==> src/rtl/sync_tx_pkg.sv <==
package sync_tx_pkg;

    typedef enum logic [1:0] {
        MODE_MONO   = 2'd0,
        MODE_BISYNC = 2'd1,
        MODE_HDLC   = 2'd2
    } tx_mode_e;

    typedef enum logic [1:0] {
        CH_SYNC = 2'd0,
        CH_DATA = 2'd1,
        CH_FCS  = 2'd2,
        CH_FLAG = 2'd3
    } chunk_e;

    localparam int SHIFT_W = 16;
    localparam int CNT_W   = $clog2(SHIFT_W + 1);
    localparam int RUN_W   = 3;

    typedef struct packed {
        logic [SHIFT_W-1:0] sh;
        logic [CNT_W-1:0]   cnt;
        chunk_e             kind;
        logic [RUN_W-1:0]   ones;
        logic               in_frame;
    } ser_state_t;

    localparam logic [15:0] CRC_POLY_REFL = 16'h8408;
    localparam logic [15:0] CRC_PRESET    = 16'hFFFF;

endpackage

==> src/rtl/tx_fifo.sv <==
module tx_fifo #(
    parameter int DW    = 8,
    parameter int DEPTH = 1
) (
    input  logic          clk,
    input  logic          rst_n,
    input  logic          wr_valid,
    input  logic [DW-1:0] wr_data,
    output logic          wr_ready,
    input  logic          rd_en,
    output logic [DW-1:0] rd_data,
    output logic          empty
);
    localparam int AW  = (DEPTH > 1) ? $clog2(DEPTH) : 1;
    localparam int CW  = $clog2(DEPTH + 1);
    localparam int MEM = 1 << AW;

    typedef struct packed {
        logic [AW-1:0] wp;
        logic [AW-1:0] rp;
        logic [CW-1:0] count;
    } fifo_state_t;

    fifo_state_t   f_d, f_q;
    logic [DW-1:0] mem [MEM];
    logic          full, push, pop;

    function automatic logic [AW-1:0] step_ptr(input logic [AW-1:0] p);
        return (p == AW'(DEPTH - 1)) ? '0 : p + AW'(1);
    endfunction

    assign full     = (f_q.count == CW'(DEPTH));
    assign empty    = (f_q.count == '0);
    assign wr_ready = !full;
    assign push     = wr_valid && !full;
    assign pop      = rd_en && !empty;
    assign rd_data  = mem[f_q.rp];

    always_comb begin
        f_d = f_q;
        if (push) f_d.wp = step_ptr(f_q.wp);
        if (pop)  f_d.rp = step_ptr(f_q.rp);
        case ({push, pop})
            2'b10:   f_d.count = f_q.count + CW'(1);
            2'b01:   f_d.count = f_q.count - CW'(1);
            default: f_d.count = f_q.count;
        endcase
    end

    always_ff @(posedge clk) begin
        if (!rst_n) f_q <= '0;
        else        f_q <= f_d;
        if (push) mem[f_q.wp] <= wr_data;
    end

    assert_no_overflow_R9: assert property (@(posedge clk) disable iff (!rst_n)
        (wr_valid && full && !rd_en) |=> $stable(f_q.count));

    assert_count_bound_R9: assert property (@(posedge clk) disable iff (!rst_n)
        f_q.count <= CW'(DEPTH));

endmodule

==> src/rtl/tx_crc16.sv <==
module tx_crc16
    import sync_tx_pkg::*;
(
    input  logic        clk,
    input  logic        rst_n,
    input  logic        init,
    input  logic        step,
    input  logic        din,
    output logic [15:0] crc
);
    logic [15:0] crc_d, crc_q, base;
    logic        fb;

    always_comb begin
        base  = init ? CRC_PRESET : crc_q;
        fb    = base[0] ^ din;
        crc_d = base;
        if (step) crc_d = {1'b0, base[15:1]} ^ (fb ? CRC_POLY_REFL : 16'h0000);
    end

    always_ff @(posedge clk) begin
        if (!rst_n) crc_q <= CRC_PRESET;
        else        crc_q <= crc_d;
    end

    assign crc = crc_q;

    assert_crc_hold_R7: assert property (@(posedge clk) disable iff (!rst_n)
        (!init && !step) |=> $stable(crc_q));

endmodule

==> src/rtl/tx_nrzi.sv <==
module tx_nrzi (
    input  logic clk,
    input  logic rst_n,
    input  logic en,
    input  logic nrzi_en,
    input  logic din,
    output logic txd
);
    logic txd_d, txd_q;

    always_comb begin
        txd_d = txd_q;
        if (en) txd_d = nrzi_en ? (din ? txd_q : ~txd_q) : din;
    end

    always_ff @(posedge clk) begin
        if (!rst_n) txd_q <= 1'b1;
        else        txd_q <= txd_d;
    end

    assign txd = txd_q;

    assert_nrzi_toggle_R8: assert property (@(posedge clk) disable iff (!rst_n)
        (en && nrzi_en && !din) |=> (txd_q != $past(txd_q)));

    assert_nrzi_hold_R8: assert property (@(posedge clk) disable iff (!rst_n)
        (en && nrzi_en && din) |=> $stable(txd_q));

endmodule

==> src/rtl/sync_tx_top.sv <==
module sync_tx_top
    import sync_tx_pkg::*;
#(
    parameter int BUF_DEPTH = 1
) (
    input  logic       clk,
    input  logic       rst_n,
    input  logic       bit_en,
    input  logic       wr_valid,
    input  logic [7:0] wr_data,
    output logic       wr_ready,
    output logic       buf_empty,
    input  logic [1:0] mode,
    input  logic       sync6,
    input  logic [7:0] sync_lo,
    input  logic [7:0] sync_hi,
    input  logic       nrzi_en,
    output logic       txd
);
    localparam logic [CNT_W-1:0] LEN_BYTE = CNT_W'(8);
    localparam logic [CNT_W-1:0] LEN_SIX  = CNT_W'(6);
    localparam logic [CNT_W-1:0] LEN_WORD = CNT_W'(16);
    localparam logic [RUN_W-1:0] RUN_MAX  = RUN_W'(5);

    ser_state_t  s_d, s_q, eff;
    logic        pop, crc_init, crc_step, ser_bit, stuff;
    logic        fifo_empty;
    logic [7:0]  fifo_data;
    logic [15:0] crc_val;
    logic        is_hdlc, is_bisync;

    assign is_hdlc   = (mode == MODE_HDLC);
    assign is_bisync = (mode == MODE_BISYNC);
    assign buf_empty = fifo_empty;

    tx_fifo #(.DW(8), .DEPTH(BUF_DEPTH)) u_fifo (
        .clk(clk), .rst_n(rst_n),
        .wr_valid(wr_valid), .wr_data(wr_data), .wr_ready(wr_ready),
        .rd_en(pop), .rd_data(fifo_data), .empty(fifo_empty)
    );

    tx_crc16 u_crc (
        .clk(clk), .rst_n(rst_n),
        .init(crc_init), .step(crc_step), .din(ser_bit), .crc(crc_val)
    );

    tx_nrzi u_line (
        .clk(clk), .rst_n(rst_n),
        .en(bit_en), .nrzi_en(nrzi_en), .din(ser_bit), .txd(txd)
    );

    always_comb begin
        eff      = s_q;
        s_d      = s_q;
        pop      = 1'b0;
        crc_init = 1'b0;
        crc_step = 1'b0;
        ser_bit  = 1'b1;
        stuff    = 1'b0;
        if (bit_en) begin
            // pick the next character when the previous one is used up
            if (s_q.cnt == '0) begin
                if (is_hdlc) begin
                    if (s_q.in_frame && !fifo_empty) begin
                        eff.sh   = {8'h00, fifo_data};
                        eff.cnt  = LEN_BYTE;
                        eff.kind = CH_DATA;
                        pop      = 1'b1;
                    end else if (s_q.in_frame) begin
                        eff.sh       = ~crc_val;
                        eff.cnt      = LEN_WORD;
                        eff.kind     = CH_FCS;
                        eff.in_frame = 1'b0;
                    end else if (!fifo_empty && s_q.kind == CH_FLAG) begin
                        eff.sh       = {8'h00, fifo_data};
                        eff.cnt      = LEN_BYTE;
                        eff.kind     = CH_DATA;
                        eff.in_frame = 1'b1;
                        pop          = 1'b1;
                        crc_init     = 1'b1;
                    end else begin
                        eff.sh   = {8'h00, sync_hi};
                        eff.cnt  = LEN_BYTE;
                        eff.kind = CH_FLAG;
                    end
                end else if (!fifo_empty) begin
                    eff.sh   = {8'h00, fifo_data};
                    eff.cnt  = LEN_BYTE;
                    eff.kind = CH_DATA;
                    pop      = 1'b1;
                end else if (is_bisync) begin
                    eff.sh   = {sync_hi, sync_lo};
                    eff.cnt  = LEN_WORD;
                    eff.kind = CH_SYNC;
                end else begin
                    eff.sh   = {8'h00, sync_lo};
                    eff.cnt  = sync6 ? LEN_SIX : LEN_BYTE;
                    eff.kind = CH_SYNC;
                end
            end
            stuff = is_hdlc && (eff.ones == RUN_MAX);
            s_d   = eff;
            if (stuff) begin
                ser_bit  = 1'b0;
                s_d.ones = '0;
            end else begin
                ser_bit  = eff.sh[0];
                s_d.sh   = {1'b0, eff.sh[SHIFT_W-1:1]};
                s_d.cnt  = eff.cnt - CNT_W'(1);
                crc_step = (eff.kind == CH_DATA);
                if (is_hdlc && (eff.kind == CH_DATA || eff.kind == CH_FCS))
                    s_d.ones = ser_bit ? eff.ones + RUN_W'(1) : '0;
                else
                    s_d.ones = '0;
            end
        end
    end

    always_ff @(posedge clk) begin
        if (!rst_n) begin
            s_q.sh       <= '0;
            s_q.cnt      <= '0;
            s_q.kind     <= CH_SYNC;
            s_q.ones     <= '0;
            s_q.in_frame <= 1'b0;
        end else begin
            s_q <= s_d;
        end
    end

    assert_run_bound_R6: assert property (@(posedge clk) disable iff (!rst_n)
        s_q.ones <= RUN_MAX);

    assert_open_after_flag_R11: assert property (@(posedge clk) disable iff (!rst_n)
        $rose(s_q.in_frame) |-> ($past(s_q.kind) == CH_FLAG));

    assert_line_steady_R1: assert property (@(posedge clk) disable iff (!rst_n)
        !bit_en |=> $stable(txd));

    assert_fcs_closes_R7: assert property (@(posedge clk) disable iff (!rst_n)
        (s_q.kind == CH_FCS) |-> !s_q.in_frame);

endmodule

==> config.mk <==
export PLATFORM = sky130hd
export DESIGN_NAME = sync_tx_top
export DESIGN_NICKNAME = d
export VERILOG_FILES = /design/src/rtl/sync_tx_pkg.sv /design/src/rtl/tx_fifo.sv /design/src/rtl/tx_crc16.sv /design/src/rtl/tx_nrzi.sv /design/src/rtl/sync_tx_top.sv
export SDC_FILE = /design/constraint.sdc
export NUM_CORES = 1
export LEC_CHECK = 0
export ABC_AREA = 1
export BUFFER_PORTS_ARGS = -buffer_cell sky130_fd_sc_hd__clkbuf_2
export CAP_MARGIN = 20
export CORE_MARGIN = 2
export CORE_UTILIZATION = 45
export DETAILED_ROUTE_END_ITERATION = 8
export HOLD_SLACK_MARGIN = 0.03
export PLACE_DENSITY = 0.66
export SLEW_MARGIN = 5
export SYNTH_ARGS = -nofsm -noshare
export SYNTH_HDL_FRONTEND = slang
export SYNTH_SLANG_ARGS = --single-unit
==> constraint.sdc <==
create_clock -name clk -period 1.8 [get_ports clk]
set_input_delay 0.09 -clock clk [delete_from_list [all_inputs] [get_ports clk]]
set_output_delay 0.09 -clock clk [all_outputs]
set_load 0.03 [all_outputs]
==> impl_metrics.yaml <==
synth:
  yosys.cell_count.top_type: "nand2_1"
  synthArstFlopShare_pct: 0
  synth_area_leaders: "dfxtp_1, nand2_1, edfxtp_1"
  synth_nets: 477
  synthXorXnorAreaFrac_pct: 0.280
  ys.flop_type: "dfxtp_1"
  synth_top_family_by_area: "simple AND/OR/NAND/NOR gates"
  synth_edf_count: 8
  syn-instance-count: 441
  yosysTopAreaCell: "dfxtp_1"
  ys_warn_count: 0
  syn-cell-area_um2: 3120
  yosys.area_share.adder_pct: 1.60
  ys_ff_latch: 53
  yosysSeqAreaShare_pct: 36.5
  synth_commonest_cells: "nand2_1, dfxtp_1, inv_1"
  synth_top_area_share_pct: 28.8
  yosys.area_share.simple_pct: 30.6
  muxShareOfSynthArea_pct: 0
  synth_cell_type_count: 44
  synth_compound_area_share_pct: 20.1
  postSynthAreaPerCell_um2: 7.08
grt:
  grt.total_usage_pct: 22.4
  grt_max_degree: 36
  grt_pass1_wl_um: 13300
  antenna_found_initial: 0
  grt_pass1_vias: 2800
  grt_overflow: 0
critical_path:
  worst-setup-path-type: "reg -> reg"
  r2r-start: "s_q[9]$_SDFFE_PN0P_"
  cp_top_family: "simple AND/OR/NAND/NOR gates"
  worstPathMaxFanout: 19
  critPathBufInv: 2
  cp_slowest_cell: "dfxtp_4"
  crit_path_max_incr_delay_ps: 380
  cp-start-kind: "flop"
  crit_required_ps: 2030
  r2r_end: "u_crc.crc[3]$_SDFF_PN1_"
  crit_path_cell_trace: "nor2_4 -> nand3_4 -> inv_8 -> o21ai_0 -> o21ai_0 -> ha_1 -> nand2_4 -> inv_4 -> nor2_1 -> nor2_1 -> nand2_1"
  crit_arrival_ps: 1910
  endpoint_kind: "flop"
  reg2reg_setup_slack_ps: 110
  crit_cells: 11
  worstRegToRegCells: 11
clock_network:
  clk_latency_ps: 320
  clock_path_buffers: 2
  cts.sinks: 53
  cts.clk_slew.worst_paths_ps: 110
  htreeDepth: 2
  cts_tree: "built"
  cts-root-buf: "clkbuf_8"
  cts_buffers: 5
placement:
  port_buffers: 34
  placed_cells: 551
  place.gp.congestion: 1.03
  dpl.hpwl_um: 6080
pwr:
  powerDensity_nw_per_um2: 811
  power_mw: 2.99
  p_leak_nw: 1.66
  vdd_ir_drop_max_mv: 0.421
worst_hold_path:
  holdPathStages: 3
  hold_class: "in -> reg"
  min_from: "wr_valid"
  min_to: "u_fifo.full$_SDFFE_PN0P_"
route:
  post_drt_wl_per_cell_um: 14.4
  drt-pass1-iter-count: 4
  viasPerCell: 5.42
  drc: 0
  antenna_left: 0
  wl_um: 8230
  drt_iter0_markers: 220
  num_vias: 3093
status:
  status: "complete, no violations"
sta:
  fin_skew_ps: 13.5
  max_freq_mhz: 593
  hold_viol_final: 0
  worst_pin_slew_ps: 464
  fin_crit_sh_pct: 93.7
  post-route-min-period_ps: 1690
  setup_viol: 0
  slew_viol_final: 0
  slew_headroom_pct: 69.1
die:
  start_util_pct: 46.2
  num_rows: 30
  ios: 35
  core_area_um2: 6760
  die_x_um: 87.3
  fp.dieH_um: 87.3
  die_area_um2: 7620
final_layout:
  final_layout_size_suffix_gt1_share_pct: 23.0
  nFillCells: 665
  fin_util_pct: 54.5
  final_cells: 571
  insertedDiodeCount: 0
  nets: 526
  syn2layout_area_growth_pct: 17.9
run:
  drv_cap: 0
state kept, by name, indices dropped and copies added (netlist names):
name	count
u_line.txd	1
u_crc.crc	16
u_fifo.full	1
u_fifo.mem	8
eff	3
s_q	24
per-layer routing:
layer | vias to the layer above | GRT usage, % | part of all wire (%)
li1 | 1568 | - | -
met1 | 1429 | 30.3 | 47
met2 | 86 | 36.4 | 47
met3 | 10 | 3.51 | 5.3
met4 | 0 | 7.27 | 1.2
met5 | - | 0 | 0
final cells by class:
class / count / area [um^2] / share of cell area, %
Multi-Input combinational cell: 310 / 1690 / 45.8
Inverter: 57 / 226 / 6.15
Tap cell: 80 / 100 / 2.72
Clock buffer: 5 / 68.8 / 1.87
Sequential cell: 53 / 1160 / 31.4
Timing Repair Buffer: 63 / 424 / 11.5
Clock inverter: 3 / 20.0 / 0.544
worst max-delay path by stage:
stage | start | to | slack, ps
after global placement | s_q[0]$_SDFFE_PN0P_ | eff[2]$_SDFFE_PN0P_ | -30
after global routing | s_q[9]$_SDFFE_PN0P_ | s_q[7]$_SDFFE_PN0P_ | -20
after detailed placement | s_q[0]$_SDFFE_PN0P_ | eff[2]$_SDFFE_PN0P_ | -10
after floorplan | s_q[6]$_SDFFE_PN0P_ | eff[2]$_SDFFE_PN0P_ | 30
after CTS | s_q[6]$_SDFFE_PN0P_ | u_crc.crc[3]$_SDFF_PN1_ | 20
final | s_q[9]$_SDFFE_PN0P_ | u_crc.crc[3]$_SDFF_PN1_ | 110
worst reg2reg max path: stages, from the launching register on:
cell     delay, ps
dfxtp_4        380
nor2_4         120
nand3_4        120
inv_8          110
o21ai_0         80
o21ai_0         80
ha_1           210
nand2_4        100
inv_4          170
nor2_1          70
nor2_1         100
nand2_1         70
cell usage in the layout, fill, tap and decap left out, drive strengths merged, types with 3 or more instances in the layout:
cell	n
o211ai	11
inv	58
o21ai	53
buf	21
or2	3
clkbuf	39
o2111ai	3
o221ai	4
dfxtp	45
dlygate4sd3	8
edfxtp	8
a21oi	18
nor2	41
nand4	4
nand3	37
a31oi	5
o22ai	8
nand2	112
ha	4
where the power goes:
group	total, mW	switching (mW)	internal (mW)
Combinational	0.892	0.530	0.362
Sequential	1.39	0.0822	1.31
Clock	0.702	0.424	0.278
kinds of logic after synthesis:
| family | count (synthesis) |
|---|---|
| xor gates and xnor gates | 1 |
| AOI/OAI and AO/OA | 105 |
| adders and majority gates | 4 |
| and+or+nand+nor | 200 |
| buffers and inverters | 78 |
| DFF | 53 |
timing repair:
item / in CTS / in global routing
gates resized for setup: 2 / 25
pin swaps: 0 / 4
endpoints found under the hold margin: 8 / 0
hold buffers: 8 / 0
setup buffers: 0 / 4
endpoints found under the setup margin: 1 / 27
stage by stage:
stage	hold WS (ps)	setup WS (ps)	instance area, um^2	setup TNS [ps]
after global placement	267	-28.6	3410	-28.6
after global routing	55.9	-22.4	3680	-47.6
after CTS	43.4	19.4	3580	0
after detailed placement	269	-10.2	3410	-10.2
after floorplan	189	27.1	3120	0
final	35.0	113	3680	0
Note: power is estimated with default switching activity, not from simulation.
